[src/rtl/cmdseq_pkg.sv]
package cmdseq_pkg;

  typedef enum logic [2:0] {
    MODE_READ  = 3'd0,
    MODE_ID    = 3'd1,
    MODE_CFI   = 3'd2,
    MODE_PROG  = 3'd3,
    MODE_ERASE = 3'd4
  } mode_e;

  typedef enum logic [2:0] {
    ST_IDLE,
    ST_UNL1,
    ST_UNL2,
    ST_PDATA,
    ST_ESETUP,
    ST_EUNL1,
    ST_EUNL2
  } seq_e;

  typedef enum logic [3:0] {
    EV_NONE,
    EV_STEP,
    EV_ABORT,
    EV_PROG,
    EV_ERASE_CHIP,
    EV_ERASE_SECT,
    EV_ERASE_BLK,
    EV_ID,
    EV_CFI,
    EV_EXIT
  } event_e;

  typedef struct packed {
    logic unl1;
    logic unl2;
    logic op_prog;
    logic op_erase;
    logic op_id;
    logic op_cfi;
    logic op_exit;
    logic cfi_short;
    logic era_chip;
    logic era_sect;
    logic era_blk;
  } cycle_cls_t;

  localparam logic [1:0] SCOPE_NONE = 2'd0;
  localparam logic [1:0] SCOPE_CHIP = 2'd1;
  localparam logic [1:0] SCOPE_SECT = 2'd2;
  localparam logic [1:0] SCOPE_BLK  = 2'd3;

  localparam logic [7:0] BYTE_UNL1  = 8'hAA;
  localparam logic [7:0] BYTE_UNL2  = 8'h55;
  localparam logic [7:0] BYTE_PROG  = 8'hA0;
  localparam logic [7:0] BYTE_ESET  = 8'h80;
  localparam logic [7:0] BYTE_ID    = 8'h90;
  localparam logic [7:0] BYTE_CFI   = 8'h98;
  localparam logic [7:0] BYTE_EXIT  = 8'hF0;
  localparam logic [7:0] BYTE_CHIP  = 8'h10;
  localparam logic [7:0] BYTE_SECT  = 8'h30;
  localparam logic [7:0] BYTE_BLK   = 8'h50;

endpackage

[src/rtl/cmd_match.sv]
module cmd_match
  import cmdseq_pkg::*;
#(
  parameter int CMD_ADDR_BITS = 11
) (
  input  logic [CMD_ADDR_BITS-1:0] key_addr_i,
  input  logic [7:0]               key_byte_i,
  output cycle_cls_t               cls_o
);

  localparam logic [CMD_ADDR_BITS-1:0] KEY_A = CMD_ADDR_BITS'(32'h555);
  localparam logic [CMD_ADDR_BITS-1:0] KEY_B = CMD_ADDR_BITS'(32'h2AA);
  localparam logic [CMD_ADDR_BITS-1:0] KEY_Q = CMD_ADDR_BITS'(32'h055);

  logic at_a, at_b, at_q;

  assign at_a = (key_addr_i == KEY_A);
  assign at_b = (key_addr_i == KEY_B);
  assign at_q = (key_addr_i == KEY_Q);

  always_comb begin
    cls_o           = '0;
    cls_o.unl1      = at_a && (key_byte_i == BYTE_UNL1);
    cls_o.unl2      = at_b && (key_byte_i == BYTE_UNL2);
    cls_o.op_prog   = at_a && (key_byte_i == BYTE_PROG);
    cls_o.op_erase  = at_a && (key_byte_i == BYTE_ESET);
    cls_o.op_id     = at_a && (key_byte_i == BYTE_ID);
    cls_o.op_cfi    = at_a && (key_byte_i == BYTE_CFI);
    cls_o.op_exit   = at_a && (key_byte_i == BYTE_EXIT);
    cls_o.cfi_short = at_q && (key_byte_i == BYTE_CFI);
    cls_o.era_chip  = at_a && (key_byte_i == BYTE_CHIP);
    cls_o.era_sect  = (key_byte_i == BYTE_SECT);
    cls_o.era_blk   = (key_byte_i == BYTE_BLK);
  end

endmodule

[src/rtl/cmd_fsm.sv]
module cmd_fsm
  import cmdseq_pkg::*;
(
  input  logic       clk,
  input  logic       rst,
  input  logic       wr_valid_i,
  input  cycle_cls_t cls_i,
  output event_e     ev_o,
  output seq_e       st_o
);

  seq_e st_q, st_nxt;
  event_e ev;

  always_comb begin
    st_nxt = st_q;
    ev     = EV_NONE;
    if (wr_valid_i) begin
      st_nxt = ST_IDLE;
      ev     = EV_ABORT;
      unique case (st_q)
        ST_IDLE: begin
          if (cls_i.unl1) begin
            st_nxt = ST_UNL1;
            ev     = EV_STEP;
          end else if (cls_i.cfi_short) begin
            ev = EV_CFI;
          end
        end
        ST_UNL1: begin
          if (cls_i.unl2) begin
            st_nxt = ST_UNL2;
            ev     = EV_STEP;
          end
        end
        ST_UNL2: begin
          if (cls_i.op_prog) begin
            st_nxt = ST_PDATA;
            ev     = EV_STEP;
          end else if (cls_i.op_erase) begin
            st_nxt = ST_ESETUP;
            ev     = EV_STEP;
          end else if (cls_i.op_id) begin
            ev = EV_ID;
          end else if (cls_i.op_cfi) begin
            ev = EV_CFI;
          end else if (cls_i.op_exit) begin
            ev = EV_EXIT;
          end
        end
        ST_PDATA: ev = EV_PROG;
        ST_ESETUP: begin
          if (cls_i.unl1) begin
            st_nxt = ST_EUNL1;
            ev     = EV_STEP;
          end
        end
        ST_EUNL1: begin
          if (cls_i.unl2) begin
            st_nxt = ST_EUNL2;
            ev     = EV_STEP;
          end
        end
        ST_EUNL2: begin
          if (cls_i.era_chip)      ev = EV_ERASE_CHIP;
          else if (cls_i.era_sect) ev = EV_ERASE_SECT;
          else if (cls_i.era_blk)  ev = EV_ERASE_BLK;
        end
        default: ;
      endcase
    end
  end

  always_ff @(posedge clk) begin
    if (rst) st_q <= ST_IDLE;
    else     st_q <= st_nxt;
  end

  assign ev_o = ev;
  assign st_o = st_q;

  // the tracker only moves on a write cycle
  p_hold_no_write_r4: assert property (@(posedge clk) disable iff (rst)
    !wr_valid_i |=> $stable(st_q));

endmodule

[src/rtl/mode_reg.sv]
module mode_reg
  import cmdseq_pkg::*;
#(
  parameter int ADDR_W = 21,
  parameter int DATA_W = 16
) (
  input  logic              clk,
  input  logic              rst,
  input  logic              wr_valid_i,
  input  event_e            ev_i,
  input  logic              busy_i,
  input  logic [ADDR_W-1:0] wr_addr_i,
  input  logic [DATA_W-1:0] wr_data_i,
  output mode_e             mode_o,
  output logic [ADDR_W-1:0] op_addr_o,
  output logic [DATA_W-1:0] op_data_o,
  output logic [1:0]        scope_o
);

  mode_e             mode_q, mode_nxt;
  logic [ADDR_W-1:0] addr_q;
  logic [DATA_W-1:0] data_q;
  logic [1:0]        scope_q;

  always_comb begin
    mode_nxt = ((mode_q == MODE_PROG) || (mode_q == MODE_ERASE)) ? MODE_READ : mode_q;
    unique case (ev_i)
      EV_PROG:                                  mode_nxt = MODE_PROG;
      EV_ERASE_CHIP, EV_ERASE_SECT, EV_ERASE_BLK: mode_nxt = MODE_ERASE;
      EV_ID:                                    mode_nxt = MODE_ID;
      EV_CFI:                                   mode_nxt = MODE_CFI;
      EV_EXIT, EV_ABORT: if (!busy_i)           mode_nxt = MODE_READ;
      default: ;
    endcase
  end

  always_ff @(posedge clk) begin
    if (rst) begin
      mode_q  <= MODE_READ;
      addr_q  <= '0;
      data_q  <= '0;
      scope_q <= SCOPE_NONE;
    end else begin
      mode_q <= mode_nxt;
      case (ev_i)
        EV_PROG: begin
          addr_q  <= wr_addr_i;
          data_q  <= wr_data_i;
          scope_q <= SCOPE_NONE;
        end
        EV_ERASE_CHIP: begin
          addr_q  <= wr_addr_i;
          scope_q <= SCOPE_CHIP;
        end
        EV_ERASE_SECT: begin
          addr_q  <= wr_addr_i;
          scope_q <= SCOPE_SECT;
        end
        EV_ERASE_BLK: begin
          addr_q  <= wr_addr_i;
          scope_q <= SCOPE_BLK;
        end
        default: ;
      endcase
    end
  end

  assign mode_o    = mode_q;
  assign op_addr_o = addr_q;
  assign op_data_o = data_q;
  assign scope_o   = scope_q;

  // request modes last a single cycle
  p_req_one_cycle_r11: assert property (@(posedge clk) disable iff (rst)
    ((mode_q == MODE_PROG) || (mode_q == MODE_ERASE)) |=>
      !((mode_q == MODE_PROG) || (mode_q == MODE_ERASE)));

  // a request only follows a write
  p_req_after_write_r11: assert property (@(posedge clk) disable iff (rst)
    !wr_valid_i |=> !((mode_q == MODE_PROG) || (mode_q == MODE_ERASE)));

  // an erase request always names a scope
  p_erase_scope_r3: assert property (@(posedge clk) disable iff (rst)
    (mode_q == MODE_ERASE) |-> (scope_q != SCOPE_NONE));

  // a program request carries no erase scope
  p_prog_scope_r2: assert property (@(posedge clk) disable iff (rst)
    (mode_q == MODE_PROG) |-> (scope_q == SCOPE_NONE));

  // busy blocks a fall from ID or CFI to read
  p_busy_hold_r9: assert property (@(posedge clk) disable iff (rst)
    (busy_i && ((mode_q == MODE_ID) || (mode_q == MODE_CFI))) |=> (mode_q != MODE_READ));

endmodule

[src/rtl/cmd_seq_decoder.sv]
module cmd_seq_decoder
  import cmdseq_pkg::*;
#(
  parameter int ADDR_W        = 21,
  parameter int DATA_W        = 16,
  parameter int CMD_ADDR_BITS = 11
) (
  input  logic              clk,
  input  logic              rst,
  input  logic              wr_valid_i,
  input  logic [ADDR_W-1:0] wr_addr_i,
  input  logic [DATA_W-1:0] wr_data_i,
  input  logic              busy_i,
  output logic [2:0]        mode_o,
  output logic [ADDR_W-1:0] op_addr_o,
  output logic [DATA_W-1:0] op_data_o,
  output logic [1:0]        erase_scope_o
);

  localparam logic [CMD_ADDR_BITS-1:0] SHORT_ADDR = CMD_ADDR_BITS'(32'h055);

  cycle_cls_t cls;
  event_e     ev;
  seq_e       seq_st;
  mode_e      mode;

  cmd_match #(.CMD_ADDR_BITS(CMD_ADDR_BITS)) match_i (
    .key_addr_i (wr_addr_i[CMD_ADDR_BITS-1:0]),
    .key_byte_i (wr_data_i[7:0]),
    .cls_o      (cls)
  );

  cmd_fsm fsm_i (
    .clk        (clk),
    .rst        (rst),
    .wr_valid_i (wr_valid_i),
    .cls_i      (cls),
    .ev_o       (ev),
    .st_o       (seq_st)
  );

  mode_reg #(.ADDR_W(ADDR_W), .DATA_W(DATA_W)) mode_i (
    .clk        (clk),
    .rst        (rst),
    .wr_valid_i (wr_valid_i),
    .ev_i       (ev),
    .busy_i     (busy_i),
    .wr_addr_i  (wr_addr_i),
    .wr_data_i  (wr_data_i),
    .mode_o     (mode),
    .op_addr_o  (op_addr_o),
    .op_data_o  (op_data_o),
    .scope_o    (erase_scope_o)
  );

  assign mode_o = mode;

  // the one-write query shortcut from an idle tracker lands in CFI mode
  p_cfi_short_r7: assert property (@(posedge clk) disable iff (rst)
    (wr_valid_i && (seq_st == ST_IDLE) && (wr_data_i[7:0] == 8'h98) &&
     (wr_addr_i[CMD_ADDR_BITS-1:0] == SHORT_ADDR)) |=> (mode_o == 3'd2));

endmodule

[config.mk]
export PLATFORM = sky130hd
export DESIGN_NAME = cmd_seq_decoder
export DESIGN_NICKNAME = d
export VERILOG_FILES = /design/src/rtl/cmdseq_pkg.sv /design/src/rtl/cmd_match.sv /design/src/rtl/cmd_fsm.sv /design/src/rtl/mode_reg.sv /design/src/rtl/cmd_seq_decoder.sv
export SDC_FILE = /design/constraint.sdc
export NUM_CORES = 1
export LEC_CHECK = 0
export BUFFER_PORTS_ARGS = -buffer_cell sky130_fd_sc_hd__buf_2
export CAP_MARGIN = 15
export CORE_MARGIN = 10
export CORE_UTILIZATION = 26
export DETAILED_ROUTE_END_ITERATION = 10
export GPL_ROUTABILITY_DRIVEN = 0
export PLACE_DENSITY = 0.56
export SYNTH_ARGS = -nofsm -noshare
export SYNTH_HDL_FRONTEND = slang
export SYNTH_SLANG_ARGS = --single-unit
[constraint.sdc]
create_clock -name clk -period 2.2 [get_ports clk]
set_input_delay 0.11 -clock clk [delete_from_list [all_inputs] [get_ports clk]]
set_output_delay 0.11 -clock clk [all_outputs]
set_load 0.02 [all_outputs]
==> results.cfg, run 1 <==
[run_status]
status = finished with violations
violations = setup timing

[synth]
synth_seq_cells = 45
synth_cell_types = 50
ys_warn_count = 0
syn_area_per_cell_um2 = 9.20
syn_nets = 282
async_flop_share = 0
synthFlopType = dfxtp_1
syn-cell-area_mm2 = 0.00222
synth.area.top_cells = dfxtp_1, mux2i_1, nor2_1, buf_6, nand2_1
yosysSeqAreaShare = 0.406
synth_edf_count = 0
synth_top_area_frac = 0.406
postSynthCellCount = 241
synth_top_cell_by_area = dfxtp_1

[setup_path]
path_depth = 9
worst_ep_arrival_time_ns = 2.47
r2r-end = mode_i.op_data_o[12]
endpoint_kind = register
cpPeakStageDelay_ns = 0.48
r2r_start = fsm_i.st_o[1]
path_cells = nor4b_4 -> nand4_1 -> or4_4 -> o211ai_4 -> o211ai_4 -> or2_4 -> clkbuf_16 -> mux2i_1 -> nor2_1
start_kind = register
path_buf_inv = 1
cpMaxStageDelayCell = or4_4
crit_end = mode_i.op_data_o[12]
worst-path-max-fanout = 8
rrSetupSlack_ns = -0.11
cpMostUsedCell = o211ai_4
crit_type = reg -> reg
r2r_cells = 9
cp-startpoint = fsm_i.st_o[1]
required_ns = 2.35
crit_family = simple AND/OR/NAND/NOR gates

[floorplanning]
design.die.area_mm2 = 0.0126
ioPinCount = 83
start_util = 0.269
num_rows = 33
die_h_um = 112
coreArea_mm2 = 0.00826
die_w_um = 112

[global_route]
grt_max_degree = 49
grt_usage = 0.107
first_global_vias = 2244
grt_overflow = 0
grt_pass1_wl_um = 11300
antenna_found_initial = 0

[timing]
worst_slew_pin_slew_ns = 0.921
period_minus_slack_ns = 2.31
post-route-worst-setup-slack_ns = -0.113
rsz0062_at_grt = yes
hold_viol = 0
drv_slew = 0
skew_ns = 0.00941
relSlewSlack = 0.386
fin_crit_sh = 1.05
setup-violations-final = 41
fmax_ghz = 0.432

[drt]
final_antenna_net_count = 0
routedWlPerCell_um = 14.7
vias = 2175
drt_iter0_drc = 104
postRouteWirelength_um = 6930
dr.pass1.iters = 4
drc_errors = 0
viasPerCell = 4.63

[clocking]
cts_max_path_buffers = 2
clock-sinks = 45
cts.clk_slew.worst_paths_ns = 0.09
clkLatencyLatePin_ns = 0.30
cts_tree = built
htree_levels = 2
cts-root-buf = clkbuf_8
cts_made_buffers = 5

[layout]
antenna_cells = 0
area_delta_synth_final_pct = 47.5
n_fill_cell = 857
stdcell_count = 470
final_core_util = 0.396
layout.cells.most_common_list = buf_2, nor2_1, dfxtp_1, buf_4, mux2i_1
drive_gt1_frac = 0.425
layout_commonest_cell = buf_2
final_nets = 405

[power_and_ir_drop]
cellPowerDensity_mw_per_mm2 = 499
p_leak_nw = 1.55
irDropWorstVdd_mv = 0.290
power.total_mw = 1.63

[placement]
portBuffers = 82
dp.cells = 460
dp.final_hpwl_um = 5420

[flow_run]
maxCapViolCount = 0

[worst_hold_path]
holdCritPathClass = in -> reg
-- worst min-delay path by stage --
stage / cells past startpoint / start / end / slack (ns)
2_1_floorplan: 2 / wr_data_i[0] / mode_i.op_data_o[0] / 0.25
3_3_place_gp: 3 / wr_data_i[15] / mode_i.op_data_o[15] / 0.34
3_5_place_dp: 3 / wr_data_i[10] / mode_i.op_data_o[10] / 0.35
4_1_cts: 3 / wr_data_i[10] / mode_i.op_data_o[10] / 0.02
5_1_grt: 3 / wr_addr_i[13] / mode_i.op_addr_o[13] / 0.05
6_report: 3 / wr_data_i[10] / mode_i.op_data_o[10] / 0.03
-- cells in the mapped netlist (2+ instances only) --
cell type and instances:
nand4_1 6, o22ai_1 3, nor3_1 3, clkbuf_1 8, nor4_1 2, o21ai_0 2
buf_6 5, a21oi_1 5, dfxtp_1 45, a211oi_1 3, nor2_1 51, nor4b_1 3
o211a_1 2, mux2i_1 36, and2_1 3, inv_1 8, nor2b_1 2, a21o_1 2
or4_4 2, a32oi_1 2, o31ai_1 3, nand3_1 6, nand2_1 12
-- sequential cells by signal (all words and copies together), names as in the netlist --
signal / count
mode_i.op_addr_o: 21
mode_i.scope_o: 2
fsm_i.st_o: 3
mode_i.op_data_o: 16
mode_i.mode_o: 3
-- layout make-up --
cell class,instances,area (um2),share of cell area
inverters,8,30.0,0.00918
multi-input cells,172,1230,0.377
flip-flops and latches,45,902,0.276
repair buffers,132,857,0.262
well taps,105,131,0.0402
clock buffers,7,86.3,0.0264
clock inverters,1,30.0,0.00918
-- logic make-up after synthesis --
family / synth area share
flip-flops: 0.406
multiplexers: 0.162
AND/OR/NAND/NOR: 0.241
buffers and inverters: 0.0671
XOR/XNOR: 0.00733
AO/OA/AOI/OAI: 0.116
-- timing repair --
item / 4_1_cts / 5_1_grt
setup endpoints to repair: 42 / 42
gates resized for setup: 4 / 1
pin swaps: 1 / 6
setup buffers: 0 / 1
cloned: 0 / 1
hold buffers: 0 / 0
-- metrics by stage --
stage	worst slack, ns	area, um2	TNS (ns)	hold slack [ns]
after floorplan	0.00483	2250	0	0.254
after global placement	-0.263	3100	-9.03	0.342
after detailed placement	-0.287	3100	-10.95	0.350
after CTS	-0.114	3230	-3.72	0.0249
after global routing	-0.257	3270	-9.05	0.0495
final	-0.113	3270	-3.40	0.0322
-- worst reg2reg max path: cells and delay by family, from the launching register on --
kind / cells / cell delay, ns
flops: 1 / 0.34
compound gates: 2 / 0.25
simple gates: 5 / 1.24
mux: 1 / 0.14
buf+inv: 1 / 0.19
-- report_power, final --
group	internal (mW)	switching, mW	total (mW)
Clock	0.371	0.283	0.653
Combinational	0.0823	0.0815	0.164
Sequential	0.815	0.000886	0.816
-- metal layers --
layer / up-vias / global-route usage / part of all wire
met1: 1006 / 0.131 / 0.45
li1: 1103 / - / -
met2: 55 / 0.175 / 0.48
met5: - / 0 / 0
met3: 11 / 0.0314 / 0.058
met4: 0 / 0.0355 / 0.016
No activity file was read; power rests on OpenSTA's default activity.
==> run 2: changes to the inputs <==
PLACE_DENSITY = 0.55   (was 0.56)
clock period = 2.5 ns   (was 2.2 ns; I/O delays follow)
==> results.cfg, run 2 (same netlist as run 1, synthesis figures left out) <==
[run_status]
status = finished, final reports clean

[power_and_ir_drop]
cellPowerDensity_mw_per_mm2 = 427
p_int_mw = 0.963
p_leak_nw = 1.35
switching_share = 0.244
power_switching_mw = 0.312
p_seq_frac = 0.563
pwr-share-comb = 0.091
irDropWorstVdd_mv = 0.191
pwr-share-clk = 0.346

[timing]
whs_ns = 0.0527
setup-violations-final = 0
drv_slew = 0
skew_ns = 0.00746
fmax_ghz = 0.405
relSlewSlack = 0.416
tns_ns = 0
hold_viol = 0
worst_slew_pin_slew_ns = 0.875
fin_crit_sh = 0.988
period_minus_slack_ns = 2.47
rsz0062_at_grt = yes

[clocking]
cts-root-buf = clkbuf_8
cts_max_path_buffers = 2
clkLatencyLatePin_ns = 0.30
cts_made_buffers = 5
clock-sinks = 45
cts.clk_slew.worst_paths_ns = 0.08
cts_tree = built
htree_levels = 2

[setup_path]
start_kind = register
required_ns = 2.66
worst-path-max-fanout = 10
cpMaxStageDelayCell = or4_4
worst_ep_arrival_time_ns = 2.63
crit_type = reg -> reg
crit_family = simple AND/OR/NAND/NOR gates
endpoint_kind = register
cpPeakStageDelay_ns = 0.48
r2r_cells = 10
path_buf_inv = 2
path_cells = nor4b_4 -> nand4_1 -> or4_4 -> o211ai_2 -> o211ai_4 -> xnor2_4 -> buf_6 -> buf_12 -> mux2i_1 -> nor2_1
path_depth = 10

[placement]
portBuffers = 82
place_area_mm2 = 0.00279
dp.final_hpwl_um = 4940
dp.cells = 427

[worst_hold_path]
holdCritPathClass = in -> reg
hold_depth = 3

[drt]
maxUsedRoutingLayer = met4
routedWlPerCell_um = 15.0
vias = 2033
viasPerCell = 4.63
drt_iter0_drc = 131
final_antenna_net_count = 0
wl_met2_um = 3040
dr_wl_met3_um = 363
drc_errors = 0
wl_met1_um = 3090
dr.pass1.iters = 4
postRouteWirelength_um = 6570

[floorplanning]
die_h_um = 112
design.die.area_mm2 = 0.0126
start_util = 0.269
die_w_um = 112
ioPinCount = 83
num_rows = 33
coreArea_mm2 = 0.00826

[layout]
antenna_cells = 0
n_fill_cell = 880
largest_reg_flops = 21
drive_gt1_frac = 0.374
stdcell_count = 439
area_delta_synth_final_pct = 34.5
layout_commonest_cell = buf_2
final_nets = 374
final_area_mm2 = 0.00298
final_core_util = 0.361
layout.cells.most_common_list = buf_2, nor2_1, dfxtp_1, mux2i_1, buf_4

[flow_run]
maxCapViolCount = 0

[global_route]
grt_max_degree = 49
grt_overflow = 0
antenna_found_initial = 0
grt_usage = 0.101
first_global_vias = 2082
grt_pass1_wl_um = 10700
==> run 2: path summary, 6_finish.rpt <==
path,start,endpoint,slack (ns)
max,fsm_i.st_o[1],mode_i.op_addr_o[11],0.03
min,wr_data_i[15],mode_i.op_data_o[15],0.05
max reg2reg,fsm_i.st_o[1],mode_i.op_addr_o[11],0.03
min reg2reg,mode_i.scope_o[1],mode_i.scope_o[1],0.45
==> run 2: worst register-to-register path: stages (launching register included) <==
cell and delay [ns]:
dfxtp_2 0.35, nor4b_4 0.26, nand4_1 0.22, or4_4 0.48, o211ai_2 0.12, o211ai_4 0.14
xnor2_4 0.21, buf_6 0.14, buf_12 0.14, mux2i_1 0.21, nor2_1 0.05
==> run 2: repair_timing <==
| action | 4_1_cts | 5_1_grt |
|---|---|---|
| hold buffers | 0 | 0 |
| gates cloned | 1 | 0 |
| buffers inserted | 1 | 2 |
| pin swaps | 1 | 9 |
| setup endpoints to repair | 37 | 41 |
| gates resized for setup | 4 | 9 |
==> run 2: layout make-up <==
| cell class | instances | area, um2 | share of cell area |
|---|---|---|---|
| Tap cell | 105 | 131 | 0.0440 |
| Timing Repair Buffer | 101 | 606 | 0.203 |
| Clock inverter | 1 | 7.51 | 0.00252 |
| Clock buffer | 7 | 76.3 | 0.0256 |
| Sequential cell | 45 | 902 | 0.302 |
| Inverter | 8 | 30.0 | 0.0101 |
| Multi-Input combinational cell | 172 | 1230 | 0.413 |
==> run 2: stage by stage <==
stage               worst slack (ns)  power [mW]
floorplan                      0.173       0.788
detailed placement           -0.0264       0.845
global route                  -0.107        1.34
finish                        0.0294        1.28
CTS                           0.0148        1.30
global placement             0.00337       0.845
==> run 2: routing by layer <==
layer | track usage | vias up
met5 | 0 | -
met4 | 0.0279 | 0
met3 | 0.0314 | 6
met2 | 0.158 | 52
met1 | 0.130 | 932
li1 | - | 1043
==> run 2: power by group through the flow <==
stage	clock [mW]	sequential (mW)	combinational, mW
floorplan	0	0.734	0.0532
global placement	0	0.734	0.111
detailed placement	0	0.734	0.110
CTS	0.466	0.718	0.113
global route	0.488	0.718	0.129
finish	0.442	0.718	0.115
